`config.mk`:
```
export PLATFORM = sky130hd
export DESIGN_NAME = regfile_sorter
export DESIGN_NICKNAME = d
export VERILOG_FILES = /design/src/rtl/sorter_pkg.sv /design/src/rtl/sort_index_ctr.sv /design/src/rtl/sort_regbank.sv /design/src/rtl/sort_temp_cmp.sv /design/src/rtl/sort_ctrl.sv /design/src/rtl/regfile_sorter.sv
export SDC_FILE = /design/constraint.sdc
export NUM_CORES = 1
export LEC_CHECK = 0
export BUFFER_PORTS_ARGS = -buffer_cell sky130_fd_sc_hd__buf_2
export CAP_MARGIN = 10
export CORE_UTILIZATION = 40
export CTS_BUF_LIST = sky130_fd_sc_hd__clkbuf_16
export CTS_CLUSTER_DIAMETER = 150
export DETAILED_ROUTE_END_ITERATION = 6
export GPL_ROUTABILITY_DRIVEN = 1
export SLEW_MARGIN = 20
export SYNTH_ARGS = -nofsm -noshare
export SYNTH_HDL_FRONTEND = slang
export SYNTH_SLANG_ARGS = --single-unit
```
`constraint.sdc`:
```
create_clock -name clk -period 2.9 [get_ports clk]
set_input_delay 0.145 -clock clk [delete_from_list [all_inputs] [get_ports clk]]
set_output_delay 0.145 -clock clk [all_outputs]
set_load 0.01 [all_outputs]
```
`src/rtl/sorter_pkg.sv`:
```
package sorter_pkg;

    typedef enum logic [3:0] {
        ST_IDLE,
        ST_OUTER,
        ST_INNER,
        ST_CMP,
        ST_WR_I,
        ST_WR_J,
        ST_RELOAD,
        ST_STEP,
        ST_DONE
    } sort_state_e;

    // control word driven by the controller each cycle
    typedef struct packed {
        logic ext_sel;  // host address drives the bank
        logic init_wr;  // host data drives the write port
        logic bank_wr;  // write the addressed slot
        logic sel_j;    // internal address from j instead of i
        logic sel_b;    // write data from B instead of A
        logic a_en;     // capture read word into A
        logic b_en;     // capture read word into B
        logic i_load;   // clear outer index
        logic i_inc;    // advance outer index
        logic j_load;   // set inner index to i+1
        logic j_inc;    // advance inner index
        logic done;     // run finished
    } sort_ctl_t;

endpackage

```
`src/rtl/sort_index_ctr.sv`:
```
module sort_index_ctr #(
    parameter int W = 2
) (
    input  logic         clk,
    input  logic         rst_n,
    input  logic         load,
    input  logic         inc,
    input  logic [W-1:0] load_val,
    output logic [W-1:0] q
);

    always_ff @(posedge clk or negedge rst_n) begin
        if (!rst_n) begin
            q <= '0;
        end else if (load) begin
            q <= load_val;
        end else if (inc) begin
            q <= q + 1'b1;
        end
    end

endmodule

```
`src/rtl/sort_regbank.sv`:
```
module sort_regbank #(
    parameter int WIDTH   = 8,
    parameter int ENTRIES = 4,
    parameter int AW      = 2
) (
    input  logic                     clk,
    input  logic                     wr,
    input  logic [AW-1:0]            slot,
    input  logic [WIDTH-1:0]         wdata,
    output logic [WIDTH-1:0]         rdata,
    output logic [ENTRIES*WIDTH-1:0] bank_flat
);

    logic [ENTRIES-1:0] slot_we;

    for (genvar e = 0; e < ENTRIES; e++) begin : g_slot
        logic [WIDTH-1:0] word_q;

        // decoder leg, gated by the write strobe
        assign slot_we[e] = wr && (slot == AW'(e));

        always_ff @(posedge clk) begin
            if (slot_we[e]) begin
                word_q <= wdata;
            end
        end

        assign bank_flat[e*WIDTH +: WIDTH] = word_q;
    end

    always_comb begin
        rdata = '0;
        for (int e = 0; e < ENTRIES; e++) begin
            if (slot == AW'(e)) begin
                rdata = bank_flat[e*WIDTH +: WIDTH];
            end
        end
    end

endmodule

```
`src/rtl/sort_temp_cmp.sv`:
```
module sort_temp_cmp #(
    parameter int WIDTH = 8
) (
    input  logic             clk,
    input  logic             a_en,
    input  logic             b_en,
    input  logic [WIDTH-1:0] rd_word,
    output logic [WIDTH-1:0] a_q,
    output logic [WIDTH-1:0] b_q,
    output logic             b_lt_a
);

    always_ff @(posedge clk) begin
        if (a_en) begin
            a_q <= rd_word;
        end
        if (b_en) begin
            b_q <= rd_word;
        end
    end

    // strict compare: equal words never trade places
    assign b_lt_a = (b_q < a_q);

endmodule

```
`src/rtl/sort_ctrl.sv`:
```
module sort_ctrl
    import sorter_pkg::*;
#(
    parameter int ENTRIES = 4,
    parameter int AW      = 2
) (
    input  logic          clk,
    input  logic          rst_n,
    input  logic          start,
    input  logic          wr_en,
    input  logic          b_lt_a,
    input  logic [AW-1:0] i_idx,
    input  logic [AW-1:0] j_idx,
    output sort_state_e   state,
    output sort_ctl_t     ctl
);

    localparam logic [AW-1:0] I_LAST = AW'(ENTRIES - 2);
    localparam logic [AW-1:0] J_LAST = AW'(ENTRIES - 1);

    sort_state_e state_nx;
    logic        j_end;
    logic        i_end;

    assign j_end = (j_idx == J_LAST);
    assign i_end = (i_idx == I_LAST);

    always_ff @(posedge clk or negedge rst_n) begin
        if (!rst_n) begin
            state <= ST_IDLE;
        end else begin
            state <= state_nx;
        end
    end

    always_comb begin
        state_nx = state;
        unique case (state)
            ST_IDLE:   if (start) state_nx = ST_OUTER;
            ST_OUTER:  state_nx = ST_INNER;
            ST_INNER:  state_nx = ST_CMP;
            ST_CMP:    state_nx = b_lt_a ? ST_WR_I : ST_STEP;
            ST_WR_I:   state_nx = ST_WR_J;
            ST_WR_J:   state_nx = ST_RELOAD;
            ST_RELOAD: state_nx = ST_STEP;
            ST_STEP: begin
                if (j_end && i_end) begin
                    state_nx = ST_DONE;
                end else if (j_end) begin
                    state_nx = ST_OUTER;
                end else begin
                    state_nx = ST_INNER;
                end
            end
            ST_DONE:   if (!start) state_nx = ST_IDLE;
            default:   state_nx = ST_IDLE;
        endcase
    end

    always_comb begin
        ctl = '0;
        unique case (state)
            ST_IDLE: begin
                ctl.ext_sel = 1'b1;
                ctl.init_wr = 1'b1;
                ctl.bank_wr = wr_en;
                ctl.i_load  = 1'b1;
            end
            ST_OUTER: begin
                ctl.a_en   = 1'b1;
                ctl.j_load = 1'b1;
            end
            ST_INNER: begin
                ctl.sel_j = 1'b1;
                ctl.b_en  = 1'b1;
            end
            ST_CMP: begin
                ctl.sel_j = 1'b1;
            end
            ST_WR_I: begin
                ctl.bank_wr = 1'b1;
                ctl.sel_b   = 1'b1;
            end
            ST_WR_J: begin
                ctl.bank_wr = 1'b1;
                ctl.sel_j   = 1'b1;
            end
            ST_RELOAD: begin
                ctl.a_en = 1'b1;
            end
            ST_STEP: begin
                ctl.j_inc = !j_end;
                ctl.i_inc = j_end && !i_end;
            end
            ST_DONE: begin
                ctl.ext_sel = 1'b1;
                ctl.init_wr = 1'b1;
                ctl.bank_wr = wr_en;
                ctl.done    = 1'b1;
            end
            default: ctl = '0;
        endcase
    end

endmodule

```
`src/rtl/regfile_sorter.sv`:
```
module regfile_sorter
    import sorter_pkg::*;
#(
    parameter  int WIDTH   = 8,
    parameter  int ENTRIES = 4,
    localparam int AW      = $clog2(ENTRIES)
) (
    input  logic             clk,
    input  logic             rst_n,
    input  logic             start,
    input  logic             wr_en,
    input  logic             rd_en,
    input  logic [AW-1:0]    addr,
    input  logic [WIDTH-1:0] data_in,
    output logic [WIDTH-1:0] data_out,
    output logic             done
);

    sort_state_e              state;
    sort_ctl_t                ctl;
    logic [AW-1:0]            i_idx;
    logic [AW-1:0]            j_idx;
    logic [AW-1:0]            int_addr;
    logic [AW-1:0]            bank_addr;
    logic [WIDTH-1:0]         wdata;
    logic [WIDTH-1:0]         rdata;
    logic [WIDTH-1:0]         a_q;
    logic [WIDTH-1:0]         b_q;
    logic                     b_lt_a;
    logic                     bank_we;
    logic [ENTRIES*WIDTH-1:0] bank_flat;

    // address and data steering
    assign int_addr  = ctl.sel_j ? j_idx : i_idx;
    assign bank_addr = ctl.ext_sel ? addr : int_addr;
    assign wdata     = ctl.init_wr ? data_in : (ctl.sel_b ? b_q : a_q);
    assign bank_we   = ctl.bank_wr;

    assign data_out = (rd_en && ctl.ext_sel) ? rdata : '0;
    assign done     = ctl.done;

    sort_ctrl #(
        .ENTRIES (ENTRIES),
        .AW      (AW)
    ) u_ctrl (
        .clk    (clk),
        .rst_n  (rst_n),
        .start  (start),
        .wr_en  (wr_en),
        .b_lt_a (b_lt_a),
        .i_idx  (i_idx),
        .j_idx  (j_idx),
        .state  (state),
        .ctl    (ctl)
    );

    sort_index_ctr #(.W(AW)) u_i_ctr (
        .clk      (clk),
        .rst_n    (rst_n),
        .load     (ctl.i_load),
        .inc      (ctl.i_inc),
        .load_val ('0),
        .q        (i_idx)
    );

    sort_index_ctr #(.W(AW)) u_j_ctr (
        .clk      (clk),
        .rst_n    (rst_n),
        .load     (ctl.j_load),
        .inc      (ctl.j_inc),
        .load_val (AW'(i_idx + 1'b1)),
        .q        (j_idx)
    );

    sort_regbank #(
        .WIDTH   (WIDTH),
        .ENTRIES (ENTRIES),
        .AW      (AW)
    ) u_bank (
        .clk       (clk),
        .wr        (bank_we),
        .slot      (bank_addr),
        .wdata     (wdata),
        .rdata     (rdata),
        .bank_flat (bank_flat)
    );

    sort_temp_cmp #(.WIDTH(WIDTH)) u_temp (
        .clk     (clk),
        .a_en    (ctl.a_en),
        .b_en    (ctl.b_en),
        .rd_word (rdata),
        .a_q     (a_q),
        .b_q     (b_q),
        .b_lt_a  (b_lt_a)
    );

endmodule

```
==> results of run 1 <==
-- cell usage after synthesis (2+ instances only) --
library cell | n | share of area [%]
a21o_1 | 3 | 0.83
buf_2 | 4 | 0.74
ha_1 | 9 | 4.1
o211ai_1 | 4 | 1.1
a21oi_1 | 15 | 2.8
xnor2_1 | 2 | 0.64
a211oi_1 | 2 | 0.55
nand2_1 | 16 | 2.2
inv_1 | 11 | 1.5
nand3_1 | 4 | 0.74
nor2b_1 | 3 | 0.69
o22ai_1 | 6 | 1.4
edfxtp_1 | 48 | 53
and3_1 | 3 | 0.69
nand2b_1 | 2 | 0.46
mux2i_1 | 12 | 4.4
clkbuf_1 | 5 | 0.69
o2bb2ai_1 | 2 | 0.64
mux2_4 | 2 | 1.1
dfrtp_1 | 8 | 7.4
nor3_1 | 4 | 0.74
o21ai_0 | 11 | 2.0
nor2_1 | 14 | 1.9
and2_1 | 4 | 0.92
-- power breakdown --
| group | switching, mW | total [mW] | internal [mW] |
|---|---|---|---|
| registers | 0.154 | 1.49 | 1.34 |
| clock network | 0.282 | 0.610 | 0.328 |
| logic | 0.955 | 1.59 | 0.635 |
-- registers in the layout, indices dropped and copies added, names as in the netlist --
name and cells:
u_ctrl.state 4, u_temp.b_q 8, u_i_ctr.q 2, u_j_ctr.q 2, u_bank.g_slot.word_q 32, u_temp.a_q 8
-- cells in the final DEF (no fill, tap or decap), drive strengths merged, types with 4 or more instances in the layout --
| cell | instances |
|---|---|
| ha | 9 |
| inv | 12 |
| a21oi | 15 |
| nand3 | 4 |
| nand2 | 16 |
| o22ai | 6 |
| o21ai | 11 |
| nor2b | 4 |
| and2 | 4 |
| nor2 | 15 |
| buf | 33 |
| clkbuf | 5 |
| nor3 | 5 |
| mux2i | 13 |
| edfxtp | 48 |
| o211ai | 4 |
| dfrtp | 8 |
-- through the flow --
step | utilization (%) | std cells | total power, mW
3_3_place_gp | 45.4 | 317 | 3.05
4_1_cts | 47.9 | 326 | 3.69
3_5_place_dp | 45.4 | 317 | 3.07
2_1_floorplan | - | 218 | 2.69
5_1_grt | 48.2 | 326 | 3.98
6_report | 48.2 | 326 | 3.69
-- final cells by class --
cell class | instances | area share [%]
inverter | 11 | 1.33
tap | 77 | 3.10
sequential | 56 | 52.8
clock inverter | 3 | 0.885
multi-input combinational | 140 | 31.5
timing repair buffer | 34 | 6.44
clock buffer | 5 | 4.02
-- routing by layer --
layer	vias up	global-route usage, %	part of all wire, %
li1	867	-	-
met1	841	22.3	46
met2	36	25.6	48
met3	5	3.24	4.9
met4	0	5.55	1.3
met5	-	0	0
-- what timing repair did --
item | 4_1_cts | 5_1_grt
hold endpoints to repair | 8 | 0
gates resized for setup | 0 | 2
endpoints found under the setup margin | 0 | 5
hold buffers | 1 | 0
-- cells by family (layout without fill, tap and decap cells) --
logic type	after synthesis	count (layout)
buffers and inverters	22	53
adders and majority gates	9	9
muxes	16	16
AOI/OAI and AO/OA	50	50
and+or+nand+nor	62	62
xor gates and xnor gates	3	3
DFF	56	56
-- worst paths after layout --
check | depth (start not counted) | start | end | slack (ns)
min reg2reg | 1 | u_i_ctr.q[0]$_DFFE_PN0P_ | u_j_ctr.q[0]$_DFFE_PN0P_ | 0.54
max | 7 | u_ctrl.state[1]$_DFFE_PN0P_ | data_out[2] | 0.15
min in group asynchronous | 2 | rst_n | u_i_ctr.q[1]$_DFFE_PN0P_ | 0.23
max reg2reg | 7 | u_ctrl.state[1]$_DFFE_PN0P_ | u_temp.a_q[7]$_DFFE_PP_ | 0.57
max in group asynchronous | 2 | rst_n | u_j_ctr.q[0]$_DFFE_PN0P_ | 2.50
min | 2 | start | u_ctrl.state[3]$_DFFE_PN0P_ | 0.09
==> summary.md, run 1 <==
| Metric | Value |
|---|---|
| Crit-path max FO | 14 |
| Worst Path Arrival | 2.60 ns |
| Sequential Area | 1640 µm² |
| Final WL | 5.22 mm |
| Final setup vio count | 0 |
| Period utilization | 94.7% |
| Critical path's largest stage delay | 0.60 ns |
| Synth Area in Compound Gates | 12.0% |
| Core area | 6460 µm² |
| # diodes | 0 |
| Initial core utilization | 42.1% |
| Row Count | 29 |
| Die area | 7120 µm² |
| Seq/Total Area, Yosys | 60.4% |
| #FFs+latches synth | 56 |
| Area grow syn2layout | 14.5% |
| Asr flop ratio synth | 14.3% |
| Crit end category | primary output |
| CTS tree | done |
| Final Hold Violating Endpoints | 0 |
| Dpl cell area | 2930 µm² |
| Setup TNS | 0 ns |
| Total power divided by cell area | 1190 nW/µm² |
| First-pass GRT wire length | 8.73 mm |
| Post-Synth XOR/XNOR Area | 0.967% |
| Synth Area in Simple Gates | 11.9% |
| Netlist cell types | 48 |
| Final HPWL DP | 3.85 mm |
| CP delay by family, top | multiplexers |
| # IOs | 24 |
| Post-synth EDFFs | 48 |
| Number of fill cells in the layout | 566 |
| Yosys warning count | 0 |
| Total gr overflow | 0 |
| Detail Route Antenna Nets | 0 |
| Num CTS Buffers | 5 |
| Worst setup margin | 0.154 ns |
| NumNets Final | 272 |
| Die Height | 84.4 µm |
| Leakage | 1.23 nW |
| Max_cap viols | 0 |
| Cell area after layout | 3110 µm² |
| Clock sink total | 56 |
| Initial DRT Pass Iterations | 4 |
| Tot GR Track Use | 16.1% |
| Minimum hold slack | 0.0915 ns |
| Remaining DRCs | 0 |
| WP buf/inv | 1 |
| Worst path cell trace | and2b_4 > a22oi_4 > mux2_4 > mux2i_1 > mux2i_1 > and3_1 > buf_2 |
| Actual slew at the worst max-slew pin | 0.669 ns |
| Starting DRT DRC Count | 114 |
| Syn_nets | 242 |
| Final GP Congestion | 0.806 |
| WP data required | 2.76 ns |
| Pin count of the biggest net entering global routing | 21 |
| Maximum root-to-sink buffer count | 2 |
| Outcome | complete, no violations |
| Mapped Area | 2720 µm² |
| Worst-path clk slew | 0.07 ns |
| Main synth FF type | edfxtp_1 |
| Clk_skew | 0.00426 ns |
| Setup CP Type | flop to primary output |
| Multi-input logic area | 978 µm² |
| RSZ-0062 raised after global routing | no |
| Fin. max-slew vios | 0 |
| Synth Area in Adders | 4.15% |
| Slowest cell on the critical path | dfrtp_1 |
| WL/cell | 16.0 µm |
| Critical path's most frequent cell | mux2i_1 |
| Post-CTS setup buffers | 0 |
| Mux cell area share after synthesis | 6.45% |
| Antenna violations before repair | 0 |
| Clock period minus worst slack | 2.75 ns |
| Vias in the first global route | 1,698 |
| Avg Cell Area, Syn | 12.5 µm² |
| CP Launch Type | flop |
| Largest vdd supply drop | 0.000430 V |
| Worst-skew pair later-pin latency | 0.29 ns |
| Main combinational cell family by area after synthesis | compound AO/OA/AOI/OAI gates |
| Pre-CTS WS | 0.407 ns |
| Vias | 1,749 |
| IO buf count | 23 |
| Syn Inst Count | 218 |
| Root Buffer | clkbuf_16 |
| Peak Freq | 364 MHz |
| Tightest Hold Check Type | input port to flop |
| Worst slew margin | 54.9% |
| Die span in x | 84.4 µm |
| Layout cell share with drive strength beyond 1 | 20.5% |
| Vias per inst | 5.37 |
| H-tree lvl count | 2 |
Note: power is estimated with default switching activity, not from simulation.
==> inputs of run 2 (changes only) <==
- GPL_TIMING_DRIVEN: unset -> 0
==> summary.md, run 2 (same netlist as run 1, synthesis figures left out) <==
| Metric | Value |
|---|---|
| Largest regs | u_bank.g_slot.word_q: 32 flops, u_temp.a_q: 8 flops, u_temp.b_q: 8 flops |
| Clock sink total | 56 |
| Most common cell after layout, fill and taps aside | edfxtp_1 |
| Die Height | 84.4 µm |
| Sequential share of power | 38.5% |
| Num CTS Buffers | 5 |
| RR Startpoint | u_ctrl.state[2]$_DFFE_PN0P_ |
| NumNets Final | 274 |
| Final Hold Violating Endpoints | 0 |
| H-tree lvl count | 2 |
| Worst Path Arrival | 2.64 ns |
| Crit end category | primary output |
| Net switching power | 1.46 mW |
| Total gr overflow | 0 |
| Detail Route Antenna Nets | 0 |
| Pin count of the biggest net entering global routing | 21 |
| Setup TNS | 0 ns |
| Antenna violations before repair | 0 |
| Final setup vio count | 0 |
| IO buf count | 23 |
| Setup CP Type | flop to primary output |
| Setup crit start | u_ctrl.state[2]$_DFFE_PN0P_ |
| Core area | 6460 µm² |
| Tightest Hold Check Type | input port to flop |
| Tot GR Track Use | 16.3% |
| R2R depth | 6 |
| Combinational fraction of design power | 45.1% |
| R2r setup slk | 0.24 ns |
| Layout cell share with drive strength beyond 1 | 20.3% |
| Critical path's largest stage delay | 0.43 ns |
| Total power divided by cell area | 1210 nW/µm² |
| First-pass GRT wire length | 8.70 mm |
| Die area | 7120 µm² |
| Root Buffer | clkbuf_16 |
| Initial core utilization | 42.1% |
| Final HPWL DP | 4.01 mm |
| Worst slew margin | 40.5% |
| WL/cell | 16.4 µm |
| # diodes | 0 |
| Period utilization | 96.0% |
| Vias in the first global route | 1,673 |
| Area grow syn2layout | 15.4% |
| CP Launch Type | flop |
| Slowest cell on the critical path | dfrtp_1 |
| Vias per inst | 5.35 |
| Sequential Area | 1640 µm² |
| Largest reg by FF count | u_bank.g_slot.word_q |
| Row Count | 29 |
| Vias | 1,754 |
| Int Power | 2.34 mW |
| Initial DRT Pass Iterations | 4 |
| Fin. max-slew vios | 0 |
| Clock period minus worst slack | 2.78 ns |
| Switching fraction of total power | 38.4% |
| Number of fill cells in the layout | 588 |
| Leakage | 1.23 nW |
| Commonest non-fill, non-tap cells in the layout | 48 x edfxtp_1, 27 x buf_2, 16 x nand2_1 |
| # IOs | 24 |
| RSZ-0062 raised after global routing | no |
| WP data required | 2.76 ns |
| Max reg flops | 32 |
| Maximum root-to-sink buffer count | 2 |
| Total Power | 3.80 mW |
| Max_cap viols | 0 |
| Post-CTS setup buffers | 0 |
| WHS Path Cells | 2 |
| Starting DRT DRC Count | 74 |
| Outcome | complete, no violations |
| Largest vdd supply drop | 0.000546 V |
| Minimum hold slack | 0.0883 ns |
| Worst-path clk slew | 0.07 ns |
| Crit-path max FO | 10 |
| Final GP Congestion | 0.781 |
| Peak Freq | 359 MHz |
| Worst path cell trace | nor3_4 > mux2_4 > mux2_4 > buf_12 > mux2i_1 > mux2i_1 > and3_1 > buf_2 |
| Clk pwr share | 16.4% |
| Reg2Reg Capture Point | u_bank.g_slot[0].word_q[1]$_DFFE_PP_ |
| Multi-input logic area | 995 µm² |
| Actual slew at the worst max-slew pin | 0.893 ns |
| CTS tree | done |
| Final WL | 5.37 mm |
| Clk_skew | 0.00437 ns |
| Worst-skew pair later-pin latency | 0.30 ns |
| End of the worst hold path | u_ctrl.state[3]$_DFFE_PN0P_ |
| Hold path start | start |
| Die span in x | 84.4 µm |
| Remaining DRCs | 0 |
==> run 2: worst max-delay path by stage <==
stage / to / slack (ns)
finish: data_out[0] / 0.12
floorplan: u_bank.g_slot[1].word_q[0]$_DFFE_PP_ / 0.40
detailed placement: u_bank.g_slot[0].word_q[0]$_DFFE_PP_ / -0.009
CTS: data_out[7] / 0.02
global route: data_out[7] / 0.01
global placement: u_bank.g_slot[1].word_q[3]$_DFFE_PP_ / -0.24
==> run 2: timing repair <==
action,4_1_cts,5_1_grt
hold buffers,1,0
resized for setup,1,1
pin swaps,0,0
setup endpoints to repair,2,23
hold endpoints to repair,8,0
==> run 2: stage by stage <==
stage	area (µm²)	setup slack [ns]	cells	utilization, %
floorplan	2720	0.395	218	-
global placement	2930	-0.240	318	45.3
detailed placement	2950	-0.00918	319	45.7
CTS	3130	0.0202	328	48.5
global route	3140	0.0101	328	48.5
finish	3140	0.115	328	48.5
==> run 2: metal layers <==
metal / track usage, % / wire length (µm)
met1: 21.9 / 2590
met2: 27.4 / 2590
met3: 3.34 / 140
met4: 4.16 / 54
met5: 0 / 0
==> run 2: critical path, delay by kind of cell (launching register included) <==
| kind | cells | cell delay (ns) |
|---|---|---|
| flops | 1 | 0.43 |
| simple gates | 2 | 0.55 |
| buf+inv | 2 | 0.30 |
| mux | 4 | 1.07 |
==> run 2: area by class of cell <==
| type | count | share of cell area [%] |
|---|---|---|
| well taps | 77 | 3.07 |
| multi-input cells | 140 | 31.7 |
| flip-flops and latches | 56 | 52.4 |
| repair buffers | 25 | 4.23 |
| inverters | 11 | 1.32 |
| clock inverters | 3 | 1.08 |
| plain buffers | 11 | 2.23 |
| clock buffers | 5 | 3.99 |
==> run 2: power by group through the flow <==
stage | clock [mW] | combinational, mW | sequential [mW]
floorplan | 0 | 1.25 | 1.44
detailed placement | 0 | 1.70 | 1.47
CTS | 0.634 | 1.72 | 1.45
global placement | 0 | 1.65 | 1.47
global route | 0.666 | 1.91 | 1.49
finish | 0.623 | 1.71 | 1.46
